### src/rtl/remap_index_cfg.sv
module remap_index_cfg #(
  parameter int MVW = 7
) (
  input  logic                                    clk,
  input  logic                                    rst_n,
  input  logic                                    valid_i,
  input  logic                                    mask_mode_i,
  input  logic [4:0]                              rmask_i,
  input  logic [4:0]                              ixreg_i,
  input  logic [4:0]                              dim_i,
  input  logic                                    yx_i,
  input  logic                                    skip_i,
  input  logic [1:0]                              ew_i,
  input  logic [MVW-1:0]                          maxvl_i,
  output logic [3:0][7+5+MVW+1+1+2-1:0]           shape_o,
  output logic [4:0][1:0]                         sel_o,
  output logic [4:0]                              en_o,
  output logic                                    pst_o,
  output logic                                    err_o
);
  localparam int NSH = 4;
  localparam int NOP = 5;
  localparam int SHW = 7 + 5 + MVW + 1 + 1 + 2;
  localparam int QW  = MVW + 1;

  logic [QW-1:0]    xdim, vsum, quo;
  logic [MVW-1:0]   ydm1;
  logic [SHW-1:0]   desc;
  logic [2:0]       op;
  logic [1:0]       tgt, alloc;
  logic             bad_op;

  logic [NSH-1:0][SHW-1:0] shape_n;
  logic [NOP-1:0][1:0]     sel_n;
  logic [NOP-1:0]          en_n;
  logic                    pst_n, err_n;

  assign xdim = QW'(dim_i) + QW'(1);
  assign vsum = QW'(maxvl_i) + QW'(dim_i);
  assign quo  = vsum / xdim;
  assign ydm1 = (yx_i && !skip_i && quo != '0) ? MVW'(quo - QW'(1)) : '0;
  assign desc = {ew_i, skip_i, yx_i, ydm1, dim_i, ixreg_i, 2'b00};

  assign op     = rmask_i[2:0];
  assign tgt    = rmask_i[4:3];
  assign bad_op = mask_mode_i && (op > 3'd4);

  always_comb begin
    shape_n = shape_o;
    sel_n   = sel_o;
    en_n    = en_o;
    pst_n   = pst_o;
    err_n   = err_o;
    alloc   = 2'd0;
    if (valid_i) begin
      err_n = bad_op;
      if (!mask_mode_i) begin
        shape_n = '0;
        sel_n   = '0;
        en_n    = rmask_i;
        pst_n   = 1'b0;
        for (int b = 0; b < NOP; b++) begin
          if (rmask_i[b]) begin
            sel_n[b]       = alloc;
            shape_n[alloc] = desc;
            alloc          = alloc + 2'd1;
          end
        end
      end else if (!bad_op) begin
        shape_n[tgt] = desc;
        sel_n[op]    = tgt;
        en_n[op]     = 1'b1;
        pst_n        = 1'b1;
      end
    end
  end

  always_ff @(posedge clk) begin
    if (!rst_n) begin
      shape_o <= '0;
      sel_o   <= '0;
      en_o    <= '0;
      pst_o   <= 1'b0;
      err_o   <= 1'b0;
    end else begin
      shape_o <= shape_n;
      sel_o   <= sel_n;
      en_o    <= en_n;
      pst_o   <= pst_n;
      err_o   <= err_n;
    end
  end

  p_hold_r11: assert property (@(posedge clk) disable iff (!rst_n)
    !valid_i |=> $stable(shape_o) && $stable(sel_o) && $stable(en_o) && $stable(pst_o) && $stable(err_o));

  p_mode0_en_r2: assert property (@(posedge clk) disable iff (!rst_n)
    valid_i && !mask_mode_i |=> en_o == $past(rmask_i) && !pst_o);

  p_all_set_r5: assert property (@(posedge clk) disable iff (!rst_n)
    valid_i && !mask_mode_i && rmask_i == 5'h1f |=> sel_o[0] == 2'd0 && sel_o[4] == 2'd0);

  p_mode1_set_r6: assert property (@(posedge clk) disable iff (!rst_n)
    valid_i && mask_mode_i && rmask_i[2:0] <= 3'd4 |=> pst_o && !err_o);

  p_bad_op_r7: assert property (@(posedge clk) disable iff (!rst_n)
    valid_i && mask_mode_i && rmask_i[2:0] > 3'd4 |=> err_o && $stable(shape_o) && $stable(sel_o) && $stable(en_o) && $stable(pst_o));

  p_idx_low_r9: assert property (@(posedge clk) disable iff (!rst_n)
    shape_o[0][1:0] == 2'b00 && shape_o[1][1:0] == 2'b00 && shape_o[2][1:0] == 2'b00 && shape_o[3][1:0] == 2'b00);
endmodule

### config.mk
export PLATFORM = sky130hd
export DESIGN_NAME = remap_index_cfg
export DESIGN_NICKNAME = d
export VERILOG_FILES = /design/src/rtl/remap_index_cfg.sv
export SDC_FILE = /design/constraint.sdc
export NUM_CORES = 1
export LEC_CHECK = 0
export BUFFER_PORTS_ARGS = -buffer_cell sky130_fd_sc_hd__buf_2
export CAP_MARGIN = 20
export CORE_MARGIN = 2
export CORE_UTILIZATION = 46
export CTS_BUF_LIST = sky130_fd_sc_hd__clkbuf_4
export DETAILED_ROUTE_END_ITERATION = 8
export HOLD_SLACK_MARGIN = 0.02
export PLACE_DENSITY = 0.7
export SKIP_CTS_REPAIR_TIMING = 1
export SLEW_MARGIN = 5
export SYNTH_ARGS = -nofsm -noshare
export SYNTH_HDL_FRONTEND = slang
export SYNTH_SLANG_ARGS = --single-unit
### constraint.sdc
create_clock -name clk -period 29.5 [get_ports clk]
set_input_delay 1.475 -clock clk [delete_from_list [all_inputs] [get_ports clk]]
set_output_delay 1.475 -clock clk [all_outputs]
set_load 0.01 [all_outputs]
==> reports/qor.yml, run 1 <==
ys_seq_area_share_pct: 33.35
ys_warn_count: 0
synth_area_um2: 6063
met1_length_mm: 8.092
gp_congestion: 0.9305
max_stage_delay_ns: 0.48
ys_types: 77
max_freq_ghz: 0.06758
worst_setup_path_end_kind: "flip-flop"
slew_headroom_pct: 25.11
final-setup-viol-count: 0
antenna_found_initial: 0
cts_tree: "done"
hpwl_mm: 13.40
top_layer: "met4"
ios: 139
min_period_ns: 14.80
cp.arrival_ns: 15.18
grt_first_pass_wirelength_mm: 29.26
synth-async-reset-ratio_pct: 0
timing.final.ws_setup_ns: 14.70
most-common-layout-cells: "buf_2 (130), nor2_1 (110), dfxtp_1 (101), a22oi_1 (76), ha_1 (51)"
drc: 0
wl_per_cell_um: 18.24
p_per_area_nw_per_um2: 93.74
hold_violations: 0
slowest_stage: "a21oi_1"
dieArea_um2: 14120
first_iter_violations: 432
clock_sinks: 101
final_core_util_pct: 54.20
path_common_cell: "ha_1"
layout-drive-gt1-share_pct: 21.12
fin_crit_sh_pct: 50.16
root_buffer: "clkbuf_4"
layout.cells.non_filler: 996
nets: 901
coreArea_um2: 12720
met2_length_mm: 8.667
die_w_um: 118.8
drv_slew: 0
numCtsBuffers: 9
ir_drop_mv: 0.06696
syn2layout_area_growth_pct: 13.72
crit_type: "in -> reg"
worst_pin_slew_ns: 1.123
fp.dieH_um: 118.8
worstSkewPairLatency_ns: 0.44
port_buffers: 130
hold_class: "reg -> reg"
vias_per_cell: 5.936
fin_worst_skew_ns: 0
grt_pass1_vias: 5695
drv_cap: 0
cp_max_fo: 18
num_rows: 41
grt-ovfl-total: 0
clk_pin_slew_ns: 0.15
placed_cell_area_um2: 6755
final_common_cell: "buf_2"
p_leak_uw: 0.003186
synth_edf_count: 0
fin_area_um2: 6895
totalWireLength_mm: 18.16
grt_max_degree: 79
htree_levels: 3
syn_inst: 714
startpoint_type: "input pin"
rsz0062_at_grt: "false"
antenna_cells: 0
start_util_pct: 47.66
cts.path.max_buffers: 2
detail-route-antenna-nets: 0
synth.avg_cell_area_um2: 8.492
first_pass_iters: 5
tns_ns: 0
vias: 5912
placedCellCount: 980
critPathRequiredTime_ns: 29.88
outcome: "completed"
met3_length_mm: 1.111
ys_seq_elements: 101
pre_cts_ws_ns: 14.47
grt_usage_pct: 25.38
ys.flop_type: "dfxtp_1"
## per-stage QoR
stage                     hold slack (ns)  total power, µW
final                              0.4552            646.4
after floorplan                    0.4680            473.4
after detailed placement           0.4406            566.2
after global routing               0.4875            693.1
after global placement             0.4343            549.7
after CTS                          0.4606            640.7
## layout make-up
cell class	count	area [µm²]
Clock buffer	11	82.58
Fill cell	1243	5827
Timing Repair Buffer	133	673.1
Multi-Input combinational cell	544	3732
Tap cell	172	215.2
Sequential cell	101	2022
Inverter	30	112.6
Clock inverter	5	57.56
## state kept, by name (all words and copies together) (netlist names)
| signal | count |
|---|---|
| shape_o | 84 |
| sel_o | 10 |
| en_o | 5 |
| err_o | 1 |
| pst_o | 1 |
## cells by family (layout without fill, tap and decap cells)
logic type | after synthesis | in the layout | share of synthesized area [%]
DFF | 101 | 101 | 33.35
adders and majority gates | 52 | 52 | 10.85
AOI/OAI and AO/OA | 233 | 233 | 28.02
other | 1 | 8 | 0.06185
muxes | 13 | 13 | 2.352
xor gates and xnor gates | 19 | 19 | 2.745
buffers and inverters | 76 | 179 | 5.819
and+or+nand+nor | 219 | 219 | 16.80
## power by group
group | switching (µW) | internal [µW]
Sequential | 4.50 | 145
Clock | 44.9 | 28.2
Combinational | 264 | 160
## synthesized netlist by cell type (4+ instances only)
master       n  area share (%)
nor2_1     110             6.8
dfxtp_1    101              33
a22oi_1     76             9.4
ha_1        51              11
a21oi_1     30             2.5
nand2_1     30             1.9
inv_1       29             1.8
clkbuf_1    28             1.7
o21ai_0     19             1.6
nand3_1     15             1.2
o21a_1      15             1.9
xnor2_1     13             1.9
nor3_1      12            0.99
o21ai_1     12            0.99
or3_1       12             1.2
buf_4       11             1.4
a21o_1       9             1.1
o2111ai_1    9             1.3
nand4_1      8            0.83
a32oi_1      7             1.0
a211oi_1     6            0.74
a31oi_1      6            0.62
mux2i_1      6            0.99
xor2_1       6            0.87
and2_1       5            0.52
o211ai_1     5            0.62
mux2_2       4            0.74
nor4_1       4            0.41
o221a_2      4            0.74
o31ai_1      4            0.50
## final timing paths
check	startpoint	end	slack (ns)	cells after the start
setup / recovery	dim_i[0]	shape_o[87]	14.70	59
hold / removal	en_o[0]	en_o[0]	0.46	2
setup reg to reg	sel_o[1]	sel_o[1]	28.63	3
hold reg to reg	en_o[0]	en_o[0]	0.46	2
## per-layer routing
metal  GRT usage [%]  vias up
li1                -     2855
met1           33.72     2835
met2           42.64      200
met3           4.406       22
met4           6.548        0
met5               0        -
## worst max-delay path, delay by kind of cell
kind,cells,cell delay [ns]
compound gates,27,6.06
simple gates,18,3.87
fa+ha+maj,10,2.98
buf+inv,3,0.46
mux,1,0.33
(Power assumes the default switching activity.)
==> inputs of run 2 (changes only) <==
Clock period 29.5 ns to 14.65 ns, I/O delays scaled along.
==> run 2 against run 1 <==
Compared with the run above: global-route usage is 0.38 points lower; die area did not move; register-to-register slack got worse by 15 ns; largest power group unchanged; routed wire length hardly changed; power rose by 100%; critical endpoint is now shape_o[60]; clock skew unchanged; combinational power is 100% higher; sequential power up 100%; utilization increased by 0.35 points; sequential share of layout area decreased by 0.19 points; final area up 0.65%.
==> reports/qor.yml, run 2 (synthesized netlist as in run 1, its figures left out) <==
p_switching_uw: 636.2  # +100%
min_period_ns: 13.75
comb_power_share_pct: 65.7  # +0.2 points
coreArea_um2: 12720  # unchanged
rsz0062_at_grt: "false"
clk_pin_slew_ns: 0.15  # about the same
totalWireLength_mm: 18.17  # about the same
layout-drive-gt1-share_pct: 22.21  # +1.1 points
gp_congestion: 0.9306  # about the same
placed_cell_area_um2: 6755  # unchanged
clkPwrFrac_pct: 11.2  # about the same
worst_setup_path_end_kind: "flip-flop"
fin_area_um2: 6940  # +0.65%
slew_headroom_pct: 14.97  # -10 points
intPower_uw: 673.6  # +100%
grt_usage_pct: 25.00  # -0.38 points
antenna_found_initial: 0  # unchanged
most-common-layout-cells: "buf_2 (130), nor2_1 (108), dfxtp_1 (101), a22oi_1 (76), ha_1 (51)"
slowest_stage: "or3_1"
p_per_area_nw_per_um2: 188.7  # +100%
cp.arrival_ns: 14.06  # -1.12 ns
layout.cells.non_filler: 997  # +0.10%
grt_pass1_vias: 5560  # -2.4%
root_buffer: "clkbuf_4"
start_util_pct: 47.66  # unchanged
hold_violations: 0  # unchanged
hold_class: "reg -> reg"
die_w_um: 118.8  # unchanged
syn2layout_area_growth_pct: 14.47
max_stage_delay_ns: 0.47  # about the same
ir_drop_mv: 0.1355  # +100%
regMostFlops: "shape_o"
final_common_cell: "buf_2"
max_freq_ghz: 0.07274
crit_buf_inv: 3  # unchanged
dieArea_um2: 14120  # unchanged
clock_sinks: 101  # unchanged
path_common_cell: "ha_1"
first_iter_violations: 531  # +23%
htree_levels: 3  # unchanged
worstSkewPairLatency_ns: 0.45  # about the same
grt_max_degree: 79  # unchanged
worst_pin_slew_ns: 1.265  # +0.1413 ns
fin_crit_sh_pct: 93.84
detail-route-antenna-nets: 0  # unchanged
hold_ws_ns: 0.4568  # +0.001622 ns
wl_per_cell_um: 18.22  # about the same
crit_type: "in -> reg"
startpoint_type: "input pin"
hpwl_mm: 13.39  # about the same
port_buffers: 130  # unchanged
critPathRequiredTime_ns: 14.96  # -14.92 ns
numCtsBuffers: 9  # unchanged
fp.dieH_um: 118.8  # unchanged
outcome: "completed"
drv_cap: 0  # unchanged
nets: 901  # unchanged
cp_max_fo: 18  # unchanged
vias: 5974  # +1.0%
first_pass_iters: 5  # unchanged
final-setup-viol-count: 0  # unchanged
grt_first_pass_wirelength_mm: 28.74  # -1.8%
placedCellCount: 980  # unchanged
grt-ovfl-total: 0  # unchanged
swShare_pct: 48.57  # +0.13 points
ios: 139  # unchanged
num_rows: 41  # unchanged
critPathTopFamily: "compound AO/OA/AOI/OAI gates"
drv_slew: 0  # unchanged
vias_per_cell: 5.992  # +0.95%
largestRegisters: "shape_o (84), sel_o (10), en_o (5)"
timing.final.ws_setup_ns: 0.9023  # -13.80 ns
pre_cts_ws_ns: 0.3972  # -14.07 ns
tns_ns: 0  # unchanged
cts_tree: "done"
cts.path.max_buffers: 2  # unchanged
p_leak_uw: 0.003184  # about the same
seqPwrFrac_pct: 23.0  # -0.2 points
drc: 0  # unchanged
fin_worst_skew_ns: 0  # unchanged
largest_reg_flops: 84  # unchanged
[run 2: cell count changes in the layout (fill, tap and decap cells not counted), sizes merged]
cell / change
clkinv: +1
clkbuf: -1
diode: +1
[run 2: cell type report]
type | instances | area [µm²]
Multi-Input combinational cell | 544 | 3780
Timing Repair Buffer | 133 | 673.1
Sequential cell | 101 | 2022
Inverter | 30 | 112.6
Fill cell | 1239 | 5782
Antenna cell | 1 | 2.502
Tap cell | 172 | 215.2
Clock buffer | 10 | 75.07
Clock inverter | 6 | 60.06
[run 2: layer usage]
layer / global-route usage, % / share of wire [%]
met3: 4.981 / 5.7
met1: 33.34 / 45
met5: 0 / 0
met2: 41.74 / 47
met4: 5.655 / 1.8
[run 2: final timing paths]
path                               start     endpoint  slack (ns)  depth (start not counted)
worst max register to register  sel_o[1]     sel_o[1]       13.78                          3
worst max-delay path            dim_i[0]  shape_o[60]        0.90                         60
worst min-delay path             en_o[0]      en_o[0]        0.46                          2
worst min register to register   en_o[0]      en_o[0]        0.46                          2
[run 2: per-stage QoR]
step / power (µW) / utilization [%]
3_5_place_dp: 1134 / 53.10
2_1_floorplan: 953.2 / -
5_1_grt: 1404 / 54.53
3_3_place_gp: 1107 / 53.10
4_1_cts: 1281 / 54.16
6_report: 1310 / 54.55
[run 2: worst reg2reg max path, stage by stage (launching register included)]
cell and delay [ns]:
dfxtp_1 0.36, a22o_1 0.21, a22oi_1 0.13, nor2_1 0.06
[run 2: power by group through the flow]
stage | Combinational (µW) | Clock [µW] | Sequential (µW)
2_1_floorplan | 638 | 0 | 315
3_3_place_gp | 800 | 0 | 307
3_5_place_dp | 827 | 0 | 308
4_1_cts | 831 | 148 | 302
5_1_grt | 940 | 160 | 303
6_report | 861 | 147 | 302
==> inputs of run 3 (changes only) <==
Clock period 14.65 ns to 17.7 ns, I/O delays scaled along.
==> run 3 against run 2 <==
Compared with the run above: utilization down 0.34 points; routed wire length down 1.5%; count of clock-buffer cells in the layout down 1; flip-flop and latch count unchanged; largest power group unchanged.
==> reports/qor.yml, run 3 (synthesized netlist as in run 1, its figures left out) <==
seqPwrFrac_pct: 23.5  # +0.5 points
final_common_cell: "buf_2"
ios: 139  # unchanged
max_freq_ghz: 0.07058
syn2layout_area_growth_pct: 13.74
critPathRequiredTime_ns: 18.09  # +3.13 ns
ir_drop_mv: 0.1030  # -24%
crit_type: "in -> reg"
cp_max_fo: 18  # unchanged
cts.path.max_buffers: 2  # unchanged
hold_violations: 0  # unchanged
htree_levels: 3  # unchanged
rsz0062_at_grt: "false"
first_pass_iters: 5  # unchanged
start_util_pct: 47.66  # unchanged
dieArea_um2: 14120  # unchanged
comb_power_share_pct: 65.0  # -0.7 points
worst_pin_slew_ns: 1.131  # -0.1340 ns
hold_class: "reg -> reg"
p_switching_uw: 510.7  # -20%
cts_tree: "done"
clk_pin_slew_ns: 0.15  # about the same
placedCellCount: 980  # unchanged
totalWireLength_mm: 17.90  # -1.5%
multiInputGateArea_um2: 3732  # -1.3%
register_area_um2: 2022  # unchanged
final-setup-viol-count: 0  # unchanged
grt_pass1_vias: 5423  # -2.5%
slew_headroom_pct: 24.62  # +9.7 points
path_common_cell: "ha_1"
worst_setup_path_end_kind: "flip-flop"
vias_per_cell: 5.953  # -0.65%
clkPwrFrac_pct: 11.5  # +0.3 points
intPower_uw: 551.0  # -18%
p_per_area_nw_per_um2: 153.9  # -18%
first_iter_violations: 495  # -6.8%
largest_reg_flops: 84  # unchanged
port_buffers: 130  # unchanged
num_rows: 41  # unchanged
coreArea_um2: 12720  # unchanged
grt_max_degree: 79  # unchanged
nets: 901  # unchanged
wl_per_cell_um: 17.95  # -1.5%
fillers: 1210  # -2.3%
grt_first_pass_wirelength_mm: 28.48  # -0.89%
drv_slew: 0  # unchanged
layout-drive-gt1-share_pct: 20.87  # -1.3 points
grt_usage_pct: 24.78  # -0.22 points
startpoint_type: "input pin"
fp.dieH_um: 118.8  # unchanged
gp_congestion: 0.9296  # -0.11%
fin_crit_sh_pct: 80.04
slowest_stage: "nor4_1"
die_w_um: 118.8  # unchanged
cp.arrival_ns: 14.56  # +0.50 ns
outcome: "completed"
fin_worst_skew_ns: 0  # unchanged
numCtsBuffers: 9  # unchanged
swShare_pct: 48.10  # -0.47 points
regMostFlops: "shape_o"
tns_ns: 0  # unchanged
antenna_found_initial: 1  # +1
clock_sinks: 101  # unchanged
layout.cells.non_filler: 997  # unchanged
worstSkewPairLatency_ns: 0.45  # about the same
drv_cap: 0  # unchanged
min_period_ns: 14.17
hpwl_mm: 13.22  # -1.3%
max_stage_delay_ns: 0.51  # +0.04 ns
largestRegisters: "shape_o (84), sel_o (10), en_o (5)"
p_leak_uw: 0.003177  # -0.23%
root_buffer: "clkbuf_4"
vias: 5935  # -0.65%
detail-route-antenna-nets: 0  # unchanged
grt-ovfl-total: 0  # unchanged
most-common-layout-cells: "buf_2 (130), nor2_1 (110), dfxtp_1 (101), a22oi_1 (76), ha_1 (51)"
drc: 0  # unchanged
## run 3: final timing paths
kind,startpoint,end,slack (ns),depth (start not counted)
setup / recovery,dim_i[0],shape_o[82],3.53,58
hold / removal,en_o[0],en_o[0],0.46,2
setup reg to reg,sel_o[1],sel_o[1],16.83,3
hold reg to reg,en_o[0],en_o[0],0.46,2
## run 3: routing by layer
layer	part of all wire, %	track usage (%)	up-vias	wire length, µm
met3	6.2	4.837	22	1111
met2	47	40.34	228	8390
met4	1.8	6.176	0	326
met1	45	33.74	2832	8067
li1	-	-	2853	-
met5	0	0	-	0
## run 3: critical path: cells and delay by family
kind                       cells  cell delay (ns)
buffers and inverters          5             0.70
adders and majority gates     10             3.04
muxes                          1             0.33
and+or+nand+nor               19             4.78
AOI/OAI and AO/OA             23             4.78
## run 3: power by group through the flow
stage | Sequential (µW) | Clock (µW) | Combinational (µW)
after global placement | 254 | 0 | 662
after CTS | 250 | 123 | 687
final | 250 | 122 | 690
after detailed placement | 255 | 0 | 683
after floorplan | 261 | 0 | 528
after global routing | 252 | 132 | 759
## run 3: per-stage QoR
stage	total power (µW)	hold slack [ns]	worst slack [ns]	instance area (µm²)	util, %
global route	1142	0.4899	2.554	6897	54.21
global placement	916.1	0.4343	3.539	6755	53.10
floorplan	788.9	0.4680	5.253	6090	-
detailed placement	937.6	0.4395	3.207	6755	53.10
finish	1062	0.4580	3.532	6897	54.21
CTS	1060	0.4599	3.659	6894	54.19
## run 3: final cells by class
cell class	count	area share (%)
clock inverter	7	1.034
tap	172	3.120
timing repair buffer	133	9.761
clock buffer	9	0.9797
sequential	101	29.32
inverter	30	1.633
antenna	1	0.03628
multi-input combinational	544	54.12
